**src/rtl/usb_sof_pkg.sv**
```systemverilog
// Shared widths, bit positions and status record for the SOF tracker.
// Assumes a 32-bit status word; flag positions are decoded by software.
package usb_sof_pkg;

    localparam int FRAME_W = 11;
    localparam int WORD_W  = 32;
    localparam int ERR_POS = 16;
    localparam int OK_POS  = 17;

    typedef struct packed {
        logic               ok;
        logic               err;
        logic [FRAME_W-1:0] num;
    } frame_stat_t;

    // Place the status record into the software-visible word.
    function automatic logic [WORD_W-1:0] pack_word(frame_stat_t s);
        logic [WORD_W-1:0] w;
        w               = '0;
        w[FRAME_W-1:0]  = s.num;
        w[ERR_POS]      = s.err;
        w[OK_POS]       = s.ok;
        return w;
    endfunction

endpackage

```
**src/rtl/sof_pkt_tracker.sv**
```systemverilog
// Follows one SOF packet from identifier to end of packet.
// It produces three one-cycle requests: clear, commit-good and commit-bad.
// It also produces the interrupt pulse.
// Assumes the strobes are single-cycle and that crc_ok is valid with eop_stb.
module sof_pkt_tracker (
    input  logic clk,
    input  logic rst_n,
    input  logic pid_stb,
    input  logic eop_stb,
    input  logic crc_ok,
    output logic clr_stat,
    output logic commit_ok,
    output logic commit_err,
    output logic irq_req
);

    logic pend_q;
    logic eop_live;

    // An end of packet counts only when it closes a pending SOF and no new identifier competes with it.
    assign eop_live   = eop_stb && pend_q && !pid_stb;
    assign clr_stat   = pid_stb;
    assign commit_ok  = eop_live && crc_ok;
    assign commit_err = eop_live && !crc_ok;

    // Pending flag: set by the identifier, dropped at the end of packet.
    always_ff @(posedge clk) begin
        if (!rst_n)       pend_q <= 1'b0;
        else if (pid_stb) pend_q <= 1'b1;
        else if (eop_stb) pend_q <= 1'b0;
    end

    // Interrupt pulse: one cycle after each identifier.
    always_ff @(posedge clk) begin
        if (!rst_n) irq_req <= 1'b0;
        else        irq_req <= pid_stb;
    end


    irq_follow_chk: assert property (@(posedge clk) disable iff (!rst_n)
        pid_stb |=> irq_req);


    irq_quiet_chk: assert property (@(posedge clk) disable iff (!rst_n)
        !pid_stb |=> !irq_req);

endmodule

```
**src/rtl/sof_frame_regs.sv**
```systemverilog
// Holds the frame number and the two flags.
// Clear and commit requests arrive from the packet tracker and never coincide.
module sof_frame_regs
    import usb_sof_pkg::*;
(
    input  logic               clk,
    input  logic               rst_n,
    input  logic               clr_stat,
    input  logic               commit_ok,
    input  logic               commit_err,
    input  logic [FRAME_W-1:0] field_in,
    output frame_stat_t        stat
);

    frame_stat_t st_q;

    // Status update: clear at identifier, commit at end of packet.
    always_ff @(posedge clk) begin
        if (!rst_n) begin
            st_q <= '0;
        end else if (clr_stat) begin
            st_q.ok  <= 1'b0;
            st_q.err <= 1'b0;
        end else if (commit_ok) begin
            st_q.num <= field_in;
            st_q.ok  <= 1'b1;
            st_q.err <= 1'b0;
        end else if (commit_err) begin
            st_q.ok  <= 1'b0;
            st_q.err <= 1'b1;
        end
    end

    assign stat = st_q;


    flags_excl_chk: assert property (@(posedge clk) disable iff (!rst_n)
        !(st_q.ok && st_q.err));


    pid_clear_chk: assert property (@(posedge clk) disable iff (!rst_n)
        clr_stat |=> (!st_q.ok && !st_q.err));


    num_hold_chk: assert property (@(posedge clk) disable iff (!rst_n)
        !commit_ok |=> $stable(st_q.num));


    bad_keeps_num_chk: assert property (@(posedge clk) disable iff (!rst_n)
        commit_err |=> (st_q.err && $stable(st_q.num)));

endmodule

```
**src/rtl/sof_read_port.sv**
```systemverilog
// Presents the status word on a single-address read port.
// A parameter selects a registered (one-cycle) read or a combinational read.
module sof_read_port
    import usb_sof_pkg::*;
#(
    parameter int ADDR_W     = 4,
    parameter int FRAME_ADDR = 0,
    parameter bit READ_REG   = 1'b1
) (
    input  logic              clk,
    input  logic              rst_n,
    input  logic              rd_en,
    input  logic [ADDR_W-1:0] rd_addr,
    input  frame_stat_t       stat,
    output logic [WORD_W-1:0] rd_data
);

    localparam logic [ADDR_W-1:0] HIT_ADDR = ADDR_W'(FRAME_ADDR);

    logic              hit;
    logic [WORD_W-1:0] word_now;

    assign hit      = rd_en && (rd_addr == HIT_ADDR);
    assign word_now = hit ? pack_word(stat) : '0;

    generate
        if (READ_REG) begin : g_reg
            logic [WORD_W-1:0] rd_q;

            // Registered read data, zero when no hit.
            always_ff @(posedge clk) begin
                if (!rst_n) rd_q <= '0;
                else        rd_q <= word_now;
            end

            assign rd_data = rd_q;


            miss_zero_chk: assert property (@(posedge clk) disable iff (!rst_n)
                !hit |=> (rd_q == '0));
        end else begin : g_comb
            assign rd_data = word_now;
        end
    endgenerate

endmodule

```
**src/rtl/usb_sof_tracker.sv**
```systemverilog
// Top level of the SOF frame number tracker.
// It connects the packet tracker, the status registers and the read port.
// Expects decoded packet events from the packet layer.
module usb_sof_tracker
    import usb_sof_pkg::*;
#(
    parameter int ADDR_W     = 4,
    parameter int FRAME_ADDR = 0,
    parameter bit READ_REG   = 1'b1
) (
    input  logic              clk,
    input  logic              rst_n,
    input  logic              sof_pid_stb,
    input  logic              eop_stb,
    input  logic              crc_ok,
    input  logic [10:0]       frame_field,
    input  logic              rd_en,
    input  logic [ADDR_W-1:0] rd_addr,
    output logic [31:0]       rd_data,
    output logic              sof_irq
);

    logic        clr_stat;
    logic        commit_ok;
    logic        commit_err;
    frame_stat_t stat;

    sof_pkt_tracker u_trk (
        .clk        (clk),
        .rst_n      (rst_n),
        .pid_stb    (sof_pid_stb),
        .eop_stb    (eop_stb),
        .crc_ok     (crc_ok),
        .clr_stat   (clr_stat),
        .commit_ok  (commit_ok),
        .commit_err (commit_err),
        .irq_req    (sof_irq)
    );

    sof_frame_regs u_regs (
        .clk        (clk),
        .rst_n      (rst_n),
        .clr_stat   (clr_stat),
        .commit_ok  (commit_ok),
        .commit_err (commit_err),
        .field_in   (frame_field),
        .stat       (stat)
    );

    sof_read_port #(
        .ADDR_W     (ADDR_W),
        .FRAME_ADDR (FRAME_ADDR),
        .READ_REG   (READ_REG)
    ) u_rd (
        .clk     (clk),
        .rst_n   (rst_n),
        .rd_en   (rd_en),
        .rd_addr (rd_addr),
        .stat    (stat),
        .rd_data (rd_data)
    );


    same_cycle_pid_wins_chk: assert property (@(posedge clk) disable iff (!rst_n)
        (sof_pid_stb && eop_stb) |-> !(commit_ok || commit_err));

endmodule

```
**config.mk**
```make
export PLATFORM = sky130hd
export DESIGN_NAME = usb_sof_tracker
export DESIGN_NICKNAME = d
export VERILOG_FILES = /design/src/rtl/usb_sof_pkg.sv /design/src/rtl/sof_pkt_tracker.sv /design/src/rtl/sof_frame_regs.sv /design/src/rtl/sof_read_port.sv /design/src/rtl/usb_sof_tracker.sv
export SDC_FILE = /design/constraint.sdc
export NUM_CORES = 1
export LEC_CHECK = 0
export BUFFER_PORTS_ARGS = -buffer_cell sky130_fd_sc_hd__buf_4
export CORE_ASPECT_RATIO = 1.4
export CORE_MARGIN = 2
export CORE_UTILIZATION = 48
export CTS_BUF_LIST = sky130_fd_sc_hd__clkbuf_4
export DETAILED_ROUTE_END_ITERATION = 16
export GPL_TIMING_DRIVEN = 0
export HOLD_SLACK_MARGIN = 0.08
export PLACE_DENSITY_LB_ADDON = 0.15
export SETUP_SLACK_MARGIN = 0.4
export SYNTH_ARGS = -nofsm -noshare
export SYNTH_HDL_FRONTEND = slang
export SYNTH_SLANG_ARGS = --single-unit
export TNS_END_PERCENT = 5
```
**constraint.sdc**
```tcl
create_clock -name clk -period 1.2 [get_ports clk]
set_clock_uncertainty 0.05 [all_clocks]
set_input_delay 0.12 -clock clk [delete_from_list [all_inputs] [get_ports clk]]
set_output_delay 0.12 -clock clk [all_outputs]
set_load 0.02 [all_outputs]
```
# Word level (Yosys, flattened, before mapping)
# Index checks and enable logic that the tools add are counted.
[op_classes]
add_sub_neg = 0
n_mul = 0
n_div = 0
order_cmp = 0
eq_ne = 0
shift = 0
muxes = 4
n_bitwise = 2
n_reduce_logical = 14
[ops]
columns = ["op", "n"]
rows = [
  ["$logic_and 1x1->1", 5],
  ["$logic_not 4->1", 1],
  ["$mux 2", 2],
  ["$reduce_and 2->1", 2],
  ["$reduce_bool 2->1", 2],
  ["$reduce_or 3->1", 1],
  ["$logic_not 1->1", 2],
  ["$mux 1", 2],
  ["$not 1->1", 2],
  ["$reduce_or 2->1", 1],
]
[word_totals]
reg_bits = 47
latchBits = 0
ram_bits = 0
romBits = 0
out_inout_bits = 33
mem_count = 0

# Longest topological paths before layout
# Gate-level depths: netlist of the first run.
[depth]
ltp_word = 5
ltp_mapped = 4
ltp_nobuf = 2

# Hierarchy
# From an unflattened synthesis of the first run, not the netlist that was laid out.
[hier_totals]
cells_unflattened = 114
area_unflattened_um2 = 1147.4
[by_module_without_submodules]
columns = ["mod", "n_inst", "cells_each", "area_each_um2"]
rows = [
  ["sof_frame_regs", 1, 56, 531.8],
  ["sof_read_port", 1, 50, 523.0],
  ["sof_pkt_tracker", 1, 8, 92.6],
]

# Worst setup path before layout of the first run
# No wires, ideal clock.
[synth_timing]
path_type = "register to register"
start = "register u_trk.pend_q"
end = "register u_regs.st_q (netlist bit u_regs.stat[0])"
setup_time_ns = 0.072
arrival_ns = 0.950
required_time_ns = 1.078
setup_slack_ns = 0.128
path_stages_with_launch = 4
synth_period_minus_slack_ns = 1.072
path_cell_list = "dfxtp_1 and4b_1 buf_4 mux2i_1"
[synth_between]
elab_chain_cells = 4
[synth_rtl]
columns = ["item", "line_no", "source"]
rows = [
  ["from (decl)", "sof_pkt_tracker.sv:17", "logic pend_q;"],
  ["from (signal assigned)", "sof_pkt_tracker.sv:28", "if (!rst_n) pend_q <= 1'b0;"],
  ["from (signal assigned)", "sof_pkt_tracker.sv:29", "else if (pid_stb) pend_q <= 1'b1;"],
  ["from (signal assigned)", "sof_pkt_tracker.sv:30", "else if (eop_stb) pend_q <= 1'b0;"],
  ["$logic_and 1x1->1 (2 in a row)", "sof_pkt_tracker.sv:21", "assign eop_live = eop_stb && pend_q && !pid_stb;"],
  ["$logic_and 1x1->1", "sof_pkt_tracker.sv:23", "assign commit_ok = eop_live && crc_ok;"],
  ["$reduce_and 2->1 (no source line)", "--", ""],
  ["to (decl)", "sof_frame_regs.sv:15", "frame_stat_t st_q;"],
]
# Every way passes these cells.
# A chain may end at the register's enable or synchronous reset.

# Worst setup path after layout of the first run
[layout_timing]
start = "register u_trk.pend_q"
end = "register u_regs.st_q (netlist bit u_regs.stat[3])"
# The elaborated chain is that of the path after synthesis.

==> out/summary.md, run 1 <==
The detailed-routing iteration count for the pre-antenna-repair pass was 4; the net count of the finished layout was 217. Setup repair after global routing could not meet its margin everywhere. STA classifies the critical path endpoint as a flop. At the later pin of the worst-skew pair, clock insertion delay measures 310 ps. The mean post-synth cell area came out at 9.519 um2.

After detailed routing, the number of remaining DRC violations is 0. The analysis attributes to cell leakage a power of 0.0007642 uW. Largest area contributor in the netlist: sky130_fd_sc_hd__dfxtp_1. The total overflow left after global routing is 0. The net switching fraction of the power was 0.2406; the total met2 wirelength after detailed routing was 1241 um. Smallest hold slack: 24.64 ps. The tools report the number of clock sinks as 28. Across all layers, the routed design uses 948 vias. The die covers 2899 um2.

The sequential group share of total power is 0.601. The congestion estimate from routability-driven global placement came to 0.7541. The routed design has 2296 um of wire. The tree is rooted in a sky130_fd_sc_hd__clkbuf_4. Slowest cell on the critical path: sky130_fd_sc_hd__dfxtp_2. The count of buffers added on input and output ports is 33.

The run gives 0.171 as the combinational group share of total power. TritonCTS built the clock tree. The repair_antennas step left the layout with diodes totalling 0.

In this run the standard cell core region covers 2365 um2. Data arrives at the worst endpoint at 1280 ps. The number of pins exceeding their max-slew limit in the final report is 0, and the buffer depth of the longest clock path is 2.

The run gives 0.7228 as the final core area utilization. Overall power consumption after layout is estimated at 1575 uW. The via count normalized by instance count came out at 4.369. Compared with the post-synthesis result, the final layout area differs by 43.64%. The placed instances occupy a cell area of 1539 um2. The number of buffers and inverters on the critical path was 1; the final standard cell area without fillers was 1709 um2. The first global-routing pass estimated 3698 um of wire. The areal power density over the cells was 921.4 nW/um2; the number of hold-slack violations in the final timing report was 0.

The final period utilization works out to 0.9012. The logs give 0 for the setup violation total in the final timing report and 125 for the instance count of the mapped netlist. The maximum level of the CTS H-tree came out at 1.

In the layout the commonest cells are sky130_fd_sc_hd__buf_4, sky130_fd_sc_hd__dfxtp_1, sky130_fd_sc_hd__nand2_1, sky130_fd_sc_hd__conb_1, sky130_fd_sc_hd__inv_1. 54 I/O pins were placed. In the final routed layout, each cell accounts on average for 10.58 um. The smallest clock period supported by the final layout is computed as 1081 ps.

The delay of the slowest cell on the worst path was 350 ps; the estimated wirelength of the detail-placed design was 1616 um. The number of DRC violations after detailed-routing iteration 0 was 22. The die boundary width is 46.08 um. By area the synthesized netlist is led by sky130_fd_sc_hd__dfxtp_1, sky130_fd_sc_hd__buf_4, sky130_fd_sc_hd__mux2i_1.

Kind of launch point of the worst setup path: a flop. The via count of the first global-routing pass is 921, and the clock transition at the registers of the reported paths is 140 ps. Summed over all nets, the switching power comes to 378.9 uW.

After detailed routing, the met3 layer carries 103 um of wire. For this run, the number of Yosys warnings is 0. Once detail routing completed, the nets flagged for antenna violations numbered 0. For the initial antenna violation count, the log shows 0. The tools report the clock share of power as 0.228.

The top fanout value on the critical path was 5; the area share of the largest cell type after synthesis was 0.4711. The tool flagged a number of max-cap violations equal to 0. The tools report the site row count as 21. The flow ran to the end, and the final reports show no timing, DRC or antenna violations. The die is 62.91 um tall. The flop and latch count out of synthesis was 28; the total negative slack for setup checks was 0 ps.

The sum of routed wire segments on met1 is 921 um, and the cell-internal power is 1196 uW. Hold repair after CTS inserted 12 buffers. Global router's overall resource usage: 0.1697. At the worst endpoint, the required time is 1400 ps. The logs give 0.4711 for the portion of the post-synthesis area used by sequential elements and 1190 um2 for the cell area after synthesis.

The filler cells instantiated in the layout total 193. The setup path with the least slack is of type reg -> reg. The signal on the critical path passes through and4b_2 > buf_6 > mux2i_1.

Initial cell density of the core: 0.5032. Family with the most delay on the worst path: flip-flops. The synthesized netlist contains 22 unique library cells. VDD sags by at most 0.8162 mV.

For this run, the top clock speed supported by timing is 924.7 MHz. The tools report the number of buffers inserted during clock tree synthesis as 3. Leaving out fill and tap cells, the most frequent cell in the layout is sky130_fd_sc_hd__buf_4. Entering global routing, the biggest net connects 15 pins. The share of layout cells above drive strength 1 was 0.3918. The type of the most critical hold path is in -> reg.

The highest layer touched by signal routing is met4.
==> metal layers <==
layer,GRT usage,vias up
li1,-,492
met1,0.1888,424
met2,0.3021,30
met3,0.02023,2
met4,0.07143,0
met5,0,-
==> what timing repair did <==
action,in CTS,in global routing
endpoints found under the setup margin,35,38
gates resized for setup,3,0
pin swaps,1,1
cloned,1,0
endpoints found under the hold margin,18,4
setup buffers,1,1
==> cell usage after synthesis <==
cell	n
sky130_fd_sc_hd__buf_6	1
sky130_fd_sc_hd__nor3_4	1
sky130_fd_sc_hd__dfxtp_1	28
sky130_fd_sc_hd__and2_1	1
sky130_fd_sc_hd__or4_4	1
sky130_fd_sc_hd__nor3b_1	1
sky130_fd_sc_hd__nor2b_1	1
sky130_fd_sc_hd__a21oi_1	2
sky130_fd_sc_hd__nor3_1	3
sky130_fd_sc_hd__and4b_1	1
sky130_fd_sc_hd__nor3_2	9
sky130_fd_sc_hd__buf_4	20
sky130_fd_sc_hd__nand2_1	23
sky130_fd_sc_hd__a21bo_2	1
sky130_fd_sc_hd__conb_1	1
sky130_fd_sc_hd__inv_1	13
sky130_fd_sc_hd__buf_2	2
sky130_fd_sc_hd__o21a_1	1
sky130_fd_sc_hd__nand2b_1	1
sky130_fd_sc_hd__mux2i_1	11
sky130_fd_sc_hd__nand3_1	1
sky130_fd_sc_hd__clkbuf_1	2
==> final cells by class <==
type	instances	area, um2	area share
Buffer	25	182.7	0.1069
Inverter	13	48.80	0.02855
Timing Repair Buffer	48	394.1	0.2306
Tap cell	23	28.78	0.01684
Multi-Input combinational cell	77	470.5	0.2753
Clock buffer	3	22.52	0.01318
Sequential cell	28	561.8	0.3287
==> per-stage QoR <==
step / setup WS, ps / instances
floorplan: 168.0 / 143
global placement: 22.75 / 199
detailed placement: -0.5915 / 199
CTS: 101.5 / 216
global route: 65.05 / 217
finish: 118.6 / 217
==> worst paths after layout <==
| kind | slack [ps] | start | cells after the start | end |
|---|---|---|---|---|
| hold / removal | 20 | rd_addr[2] | 3 | u_rd.rd_data[4] |
| setup / recovery | 120 | u_trk.pend_q | 3 | u_regs.stat[3] |
| setup reg to reg | 120 | u_trk.pend_q | 3 | u_regs.stat[3] |
| hold reg to reg | 400 | u_regs.stat[4] | 2 | u_rd.rd_data[4] |
==> state kept, by name, summed over array words and instances (netlist names) <==
signal and count:
u_trk.irq_req 1, u_regs.stat 13, u_trk.pend_q 1, u_rd.rd_data 13
==> power groups by stage <==
stage / sequential (uW) / clock [uW] / combinational, uW
finish: 946 / 359 / 270
floorplan: 969 / 0 / 159
CTS: 946 / 370 / 266
global route: 948 / 416 / 290
global placement: 967 / 0 / 225
detailed placement: 968 / 0 / 229
==> worst register-to-register path, stage by stage, from the launching register on <==
cell and delay, ps:
sky130_fd_sc_hd__dfxtp_2 350, sky130_fd_sc_hd__and4b_2 270, sky130_fd_sc_hd__buf_6 150, sky130_fd_sc_hd__mux2i_1 200
==> kinds of logic after synthesis <==
family,synth area share
DFF,0.4711
other,0.003152
and+or+nand+nor,0.2187
AOI/OAI and AO/OA,0.02314
buffers and inverters,0.1914
muxes,0.09254
No activity file was read; power rests on OpenSTA's default activity.
==> run 2: changes to the inputs <==
CTS_CLUSTER_SIZE = 12   (was default)
PLACE_DENSITY = 0.82   (was default)
PLACE_DENSITY_LB_ADDON = default   (was 0.15)
==> out/summary.md, run 2 (synthesis gave the netlist of run 1 again) <==
The worst register-to-register path has a setup slack of 80 ps. The run gives 0.516 as the sequential group share of total power. The number of cells on the worst hold path works out to 3. Dividing the detail-routed via count by the number of cells gives 4.459. For the met2 layer usage reported by global route, the log shows 0.3472. The number of buffers and inverters on the critical path was 1. The worst setup path is captured at a flop. The logs give 0 for the number of pins exceeding their max-slew limit in the final report and 28 for the number of clock sinks.

Summed over all nets, the switching power comes to 415.9 uW. Setup violations remaining at the end of the flow were counted as 0. Via count of the first global-routing pass: 1013. TritonCTS built the clock tree. Data on the critical path is required at its endpoint by 1410 ps.

The final period utilization was 0.9311; the via total after detailed routing was 972. The register area came out at 561.8 um2. The logs give 0 for the initial antenna violation count and 0 for the antenna violation net count after detailed routing.

Of all nets on the critical path, the largest fanout is 5. The net switching fraction of the power came out at 0.2268. The share of layout cells above drive strength 1 works out to 0.4000. In this run the vertical extent of the chip is 62.91 um.

At the worst endpoint, the arrival time is 1320 ps. For the maximum frequency from static timing analysis, the log shows 895.0 MHz. The tools report the clock share of power as 0.336. After detailed routing, the average wire length per cell comes to 11.13 um. The die covers 2899 um2. The detailed-routing iteration count for the pre-antenna-repair pass was 4. In this run the worst hold path is classified as in -> reg. For the post-detailed-placement cell area, the log shows 1539 um2. The maximum level of the CTS H-tree is 1. The worst-case IR drop observed on VDD is 0.8209 mV.

The global router's overall resource usage is 0.1909. The top-level port count was 54; the areal power density over the cells was 1052 nW/um2. The first global-routing pass estimated 4126 um of wire. The leakage power figure came out at 0.0007808 uW. Leaving out fill and tap cells, the most frequent cells in the layout are sky130_fd_sc_hd__buf_4, sky130_fd_sc_hd__dfxtp_1, sky130_fd_sc_hd__nand2_1, sky130_fd_sc_hd__conb_1, sky130_fd_sc_hd__inv_1.

The later pin in the worst-skew pair is clocked with a latency of 330 ps. The worst setup path is of the reg -> reg kind. After detailed routing, the number of remaining DRC violations is 0.

In this run, CTS created clock tree buffers numbering 3. Global-route met3 utilization: 0.05780. The routability-driven placement congestion ratio is 0.7310. The logs give 0.1839 for the met1 layer usage reported by global route and 474.2 um2 for the area occupied by multi-input gates. The tools report the net count of the finished layout as 217. Entering global routing, the biggest net connects 17 pins.

For the initial cell density of the core, the log shows 0.5032. The run gives 0 as the global route total overflow. Leaving out fill and tap cells, the most frequent cell in the layout is sky130_fd_sc_hd__buf_4. The layout has 163 filler cells.

After clock tree synthesis, the clock-pin slew on the worst setup and hold paths is 150 ps. The number of antenna diodes in the final layout is 0. The run gives 1743 um2 as the final standard cell area without fillers. The number of port buffers is 33. The global routing's busiest layer is met2.

The tools report the number of violations of the max-capacitance limit as 0. The core region is 2365 um2. The die boundary width works out to 46.08 um. The number of hold-slack violations in the final timing report came out at 0.

The minimum clock period works out to 1117 ps. The worst setup path is launched from a flop. The number of DRC violations after detailed-routing iteration 0 was 8; the buffer depth of the longest clock path was 2. The combinational group share of total power is 0.148.

In this run the clock root is driven by a sky130_fd_sc_hd__clkbuf_4. The family with the most delay on the worst path is flip-flops. Setup repair after global routing could not meet its margin everywhere. The slowest cell on the critical path is sky130_fd_sc_hd__dfxtp_2. The wire-length estimate of the detail-placed layout is 1701 um.

The flow ran to the end, and the final reports show no timing, DRC or antenna violations. The delay of the slowest cell on the worst path works out to 360 ps. The tools report the smallest hold slack as 22.54 ps. The total wire length is 2427 um, and the cell-internal power is 1418 uW.

The number of hold buffers added after CTS is 12, and the worst-case reg-to-reg path depth is 3. The signal on the critical path passes through and4b_2 > buf_6 > mux2i_2. The run gives 0 ps as the total negative slack for setup checks. The signed area change from the synthesized netlist to the final layout works out to 46.48%.

In this run the core area contains 21 standard-cell rows. The critical path crosses 3 cells after its start point.
[run 2: cell count changes in the layout (fill, tap and decap cells not counted), sizes merged]
| cell | change |
|---|---|
| bufinv | +1 |
[run 2: tightest hold or removal path: stages]
cell                     delay, ps
sky130_fd_sc_hd__buf_4          80
sky130_fd_sc_hd__or4_4         130
sky130_fd_sc_hd__nor3_1         40
[run 2: final cells by class]
class,count,share of cell area
Tap cell,23,0.01651
Inverter,13,0.02800
Clock inverter,1,0.01723
Sequential cell,28,0.3223
Buffer,25,0.1048
Timing Repair Buffer,48,0.2261
Multi-Input combinational cell,77,0.2721
Clock buffer,3,0.01292
[run 2: path summary, 6_finish.rpt]
check | from | end
worst min register to register | u_regs.stat[4] | u_rd.rd_data[4]
worst max register to register | u_trk.pend_q | u_regs.stat[6]
worst max-delay path | u_trk.pend_q | u_regs.stat[6]
worst min-delay path | rd_addr[2] | u_rd.rd_data[5]
[run 2: repair_timing]
item / in CTS / in global routing
pin swaps: 1 / 1
hold endpoints to repair: 18 / 8
cloned: 1 / 0
buffers inserted: 2 / 0
endpoints found under the setup margin: 35 / 38
gates resized for setup: 2 / 2
[run 2: power by group through the flow]
stage	combinational, uW	sequential, uW	clock (uW)
after detailed placement	226	968	0
final	271	947	616
after global placement	222	967	0
after floorplan	159	969	0
after CTS	264	946	611
after global routing	293	948	652
[run 2: metrics by stage]
step | total power [uW] | util | instances | setup slack [ps]
after floorplan | 1128 | - | 143 | 168.0
after global placement | 1189 | 0.6508 | 199 | 35.10
after detailed placement | 1194 | 0.6508 | 199 | 12.28
after CTS | 1822 | 0.7339 | 218 | 108.1
after global routing | 1893 | 0.7370 | 218 | 56.65
final | 1834 | 0.7370 | 218 | 82.72
[run 2: metal layers]
metal	vias up	routed length, um
met5	-	0
met4	0	53
met3	7	160
met2	37	1318
met1	433	895
li1	495	-
==> run 3: changes to the inputs <==
CORE_ASPECT_RATIO = default   (was 1.4)
PLACE_DENSITY = 0.89   (was 0.82)
==> out/summary.md, run 3 (synthesis gave the netlist of run 1 again) <==
For this run, the top clock speed supported by timing is 903.8 MHz. The run gives 1 as the maximum level of the CTS H-tree. Entering global routing, the biggest net connects 16 pins.

Share of layout cells above drive strength 1: 0.3897. The tools report the startpoint of the most critical register-to-register path as u_trk.pend_q. The number of DRC violations after detailed-routing iteration 0 is 5, and the number of hold buffers added after CTS is 12. The logs give 0 for the global route total overflow and 2410 um2 for the core area. The net count of the finished layout is 217. The worst hold path terminates at u_rd.rd_data[6]. The minimum clock period is 1106 ps.

STA classifies the critical path startpoint as a flop. For flop-to-flop paths, the worst setup slack is 90 ps. From left edge to right edge, the die measures 53.79 um. During I/O placement, the number of pins put on the boundary was 54. Terminus of the critical flop-to-flop path: u_regs.stat[8]. TritonCTS built the clock tree. On the critical path the largest part of the delay comes from flip-flops. Global router's overall resource usage: 0.2031. The via total after detailed routing was 964; the area of the die was 2893 um2. The number of buffers and inverters on the critical path was 1.

The tools report the number of pins exceeding their max-slew limit in the final report as 0. At the end of routability-driven placement, the weighted congestion stood at 0.6962. The initial antenna violation count was 0.

The total wire length was 2597 um. After routing, the total negative slack on setup checks comes to 0 ps. The clock passes through at most 2 buffers. The worst setup path is captured at a flop. The analysis attributes to cell leakage a power of 0.0007658 uW.

The number of violations of the max-capacitance limit was 0; the data required time of the critical path was 1420 ps. Leaving out fill and tap cells, the most frequent cells in the layout are sky130_fd_sc_hd__buf_4, sky130_fd_sc_hd__dfxtp_1, sky130_fd_sc_hd__nand2_1, sky130_fd_sc_hd__conb_1, sky130_fd_sc_hd__inv_1. The tools report the estimated wirelength of the detail-placed design as 1775 um. Type of the most critical hold path: in -> reg.

The number of hold-slack violations in the final timing report was 0; the detailed-routing iteration count for the pre-antenna-repair pass was 2. After clock tree synthesis, the clock-pin slew on the worst setup and hold paths is 140 ps. The run finished with clean final reports. Setup violations remaining at the end of the flow were counted as 0. The smallest hold slack was 3.139 ps. Number of port buffers: 33. Setup repair after global routing could not meet its margin everywhere. Counting every sink on the clock net gives 28. Startpoint of the most critical hold path: rd_addr[2]. The number of antenna diodes in the final layout is 0.

The number of cells on the worst hold path is 3. The site row count was 18. The areal power density over the cells was 936.3 nW/um2. In this run the vertical extent of the chip is 53.79 um. Once detail routing completed, the nets flagged for antenna violations numbered 0. The critical path starts at u_trk.pend_q.

The clock root buffer was sky130_fd_sc_hd__clkbuf_4. Traced cell by cell, the critical path runs through and4b_2 > buf_6 > mux2i_1. The maximum VDD drop is 0.5708 mV. The slowest stage of the critical path belongs to the cell sky130_fd_sc_hd__dfxtp_2.

The most common cell after layout, fill and taps aside was sky130_fd_sc_hd__buf_4. Of all nets on the critical path, the largest fanout is 5. The final period utilization came out at 0.9220.

The delay of the slowest cell on the worst path is 350 ps, and the via count normalized by instance count is 4.284. The number of cells on the worst reg-to-reg path is 3. After detailed routing, the number of remaining DRC violations is 0. The initial cell density of the core was 0.4938; the final core area utilization was 0.7144. The signed area change from the synthesized netlist to the final layout was 44.69%. Path type of the worst setup path: reg -> reg. The routed wire length per instance was 11.54 um.

The run gives 987 as the via count of the first global-routing pass. Insertion delay of the later-clocked pin in the worst-skew pair: 340 ps. The arrival time at the worst endpoint came out at 1320 ps. Clock tree synthesis inserted a total of 3 buffers. For the wire length of the first global-routing pass, the log shows 4119 um.
[run 3: cell types whose count changed in the layout (fill, tap and decap cells not counted)]
cell and change:
sky130_fd_sc_hd__clkinv_1 +1, sky130_fd_sc_hd__mux2i_2 -1, sky130_fd_sc_hd__mux2i_1 +1, sky130_fd_sc_hd__bufinv_16 -1
[run 3: how the worst max path moves through the flow]
| stage | endpoint | slack, ps | cells past startpoint |
|---|---|---|---|
| 2_1_floorplan | u_rd.rd_data[7] | 170 | 3 |
| 3_3_place_gp | u_rd.rd_data[9] | 20 | 4 |
| 3_5_place_dp | u_rd.rd_data[16] | 4 | 4 |
| 4_1_cts | u_regs.stat[8] | 110 | 3 |
| 5_1_grt | u_regs.stat[6] | 40 | 3 |
| 6_report | u_regs.stat[8] | 90 | 3 |
[run 3: tightest hold or removal path, stage by stage]
cell                     delay, ps
sky130_fd_sc_hd__buf_4          80
sky130_fd_sc_hd__or4_4         120
sky130_fd_sc_hd__nor3_1         40
[run 3: final cells by class]
class / instances / area [um2]
clock inverters: 1 / 3.754
flip-flops and latches: 28 / 561.8
clock buffers: 3 / 22.52
fillers: 168 / 688.2
plain buffers: 25 / 182.7
well taps: 30 / 37.54
multi-input cells: 77 / 470.5
inverters: 13 / 48.80
repair buffers: 48 / 394.1
[run 3: power by group]
| group | switching, uW | total [uW] | internal, uW | leakage (uW) |
|---|---|---|---|---|
| logic | 134 | 271 | 138 | 0.000524 |
| clock network | 271 | 394 | 123 | 0.0000154 |
| registers | 5.65 | 947 | 941 | 0.000227 |
| total | 410 | 1610 | 1200 | 0.000766 |
[run 3: repair_timing]
item                                    CTS  global route
endpoints found under the setup margin   35            38
cloned                                    1             0
setup buffers                             2             0
endpoints found under the hold margin    18             6
gates resized for setup                   2             1
[run 3: per-layer routing]
metal,global-route usage,vias up,wire (um)
met5,0,-,0
met4,0.1282,0,59
met3,0.03611,5,142
met2,0.3679,41,1374
met1,0.2140,420,1021
li1,-,498,-
[run 3: metrics by stage]
| step | area (um2) | cells | power, uW | setup WS (ps) |
|---|---|---|---|---|
| after floorplan | 1262 | 143 | 1128 | 168.0 |
| after global placement | 1548 | 206 | 1192 | 23.38 |
| after detailed placement | 1548 | 206 | 1197 | 4.204 |
| after CTS | 1718 | 225 | 1608 | 109.7 |
| after global routing | 1722 | 225 | 1666 | 41.72 |
| final | 1722 | 225 | 1612 | 93.59 |
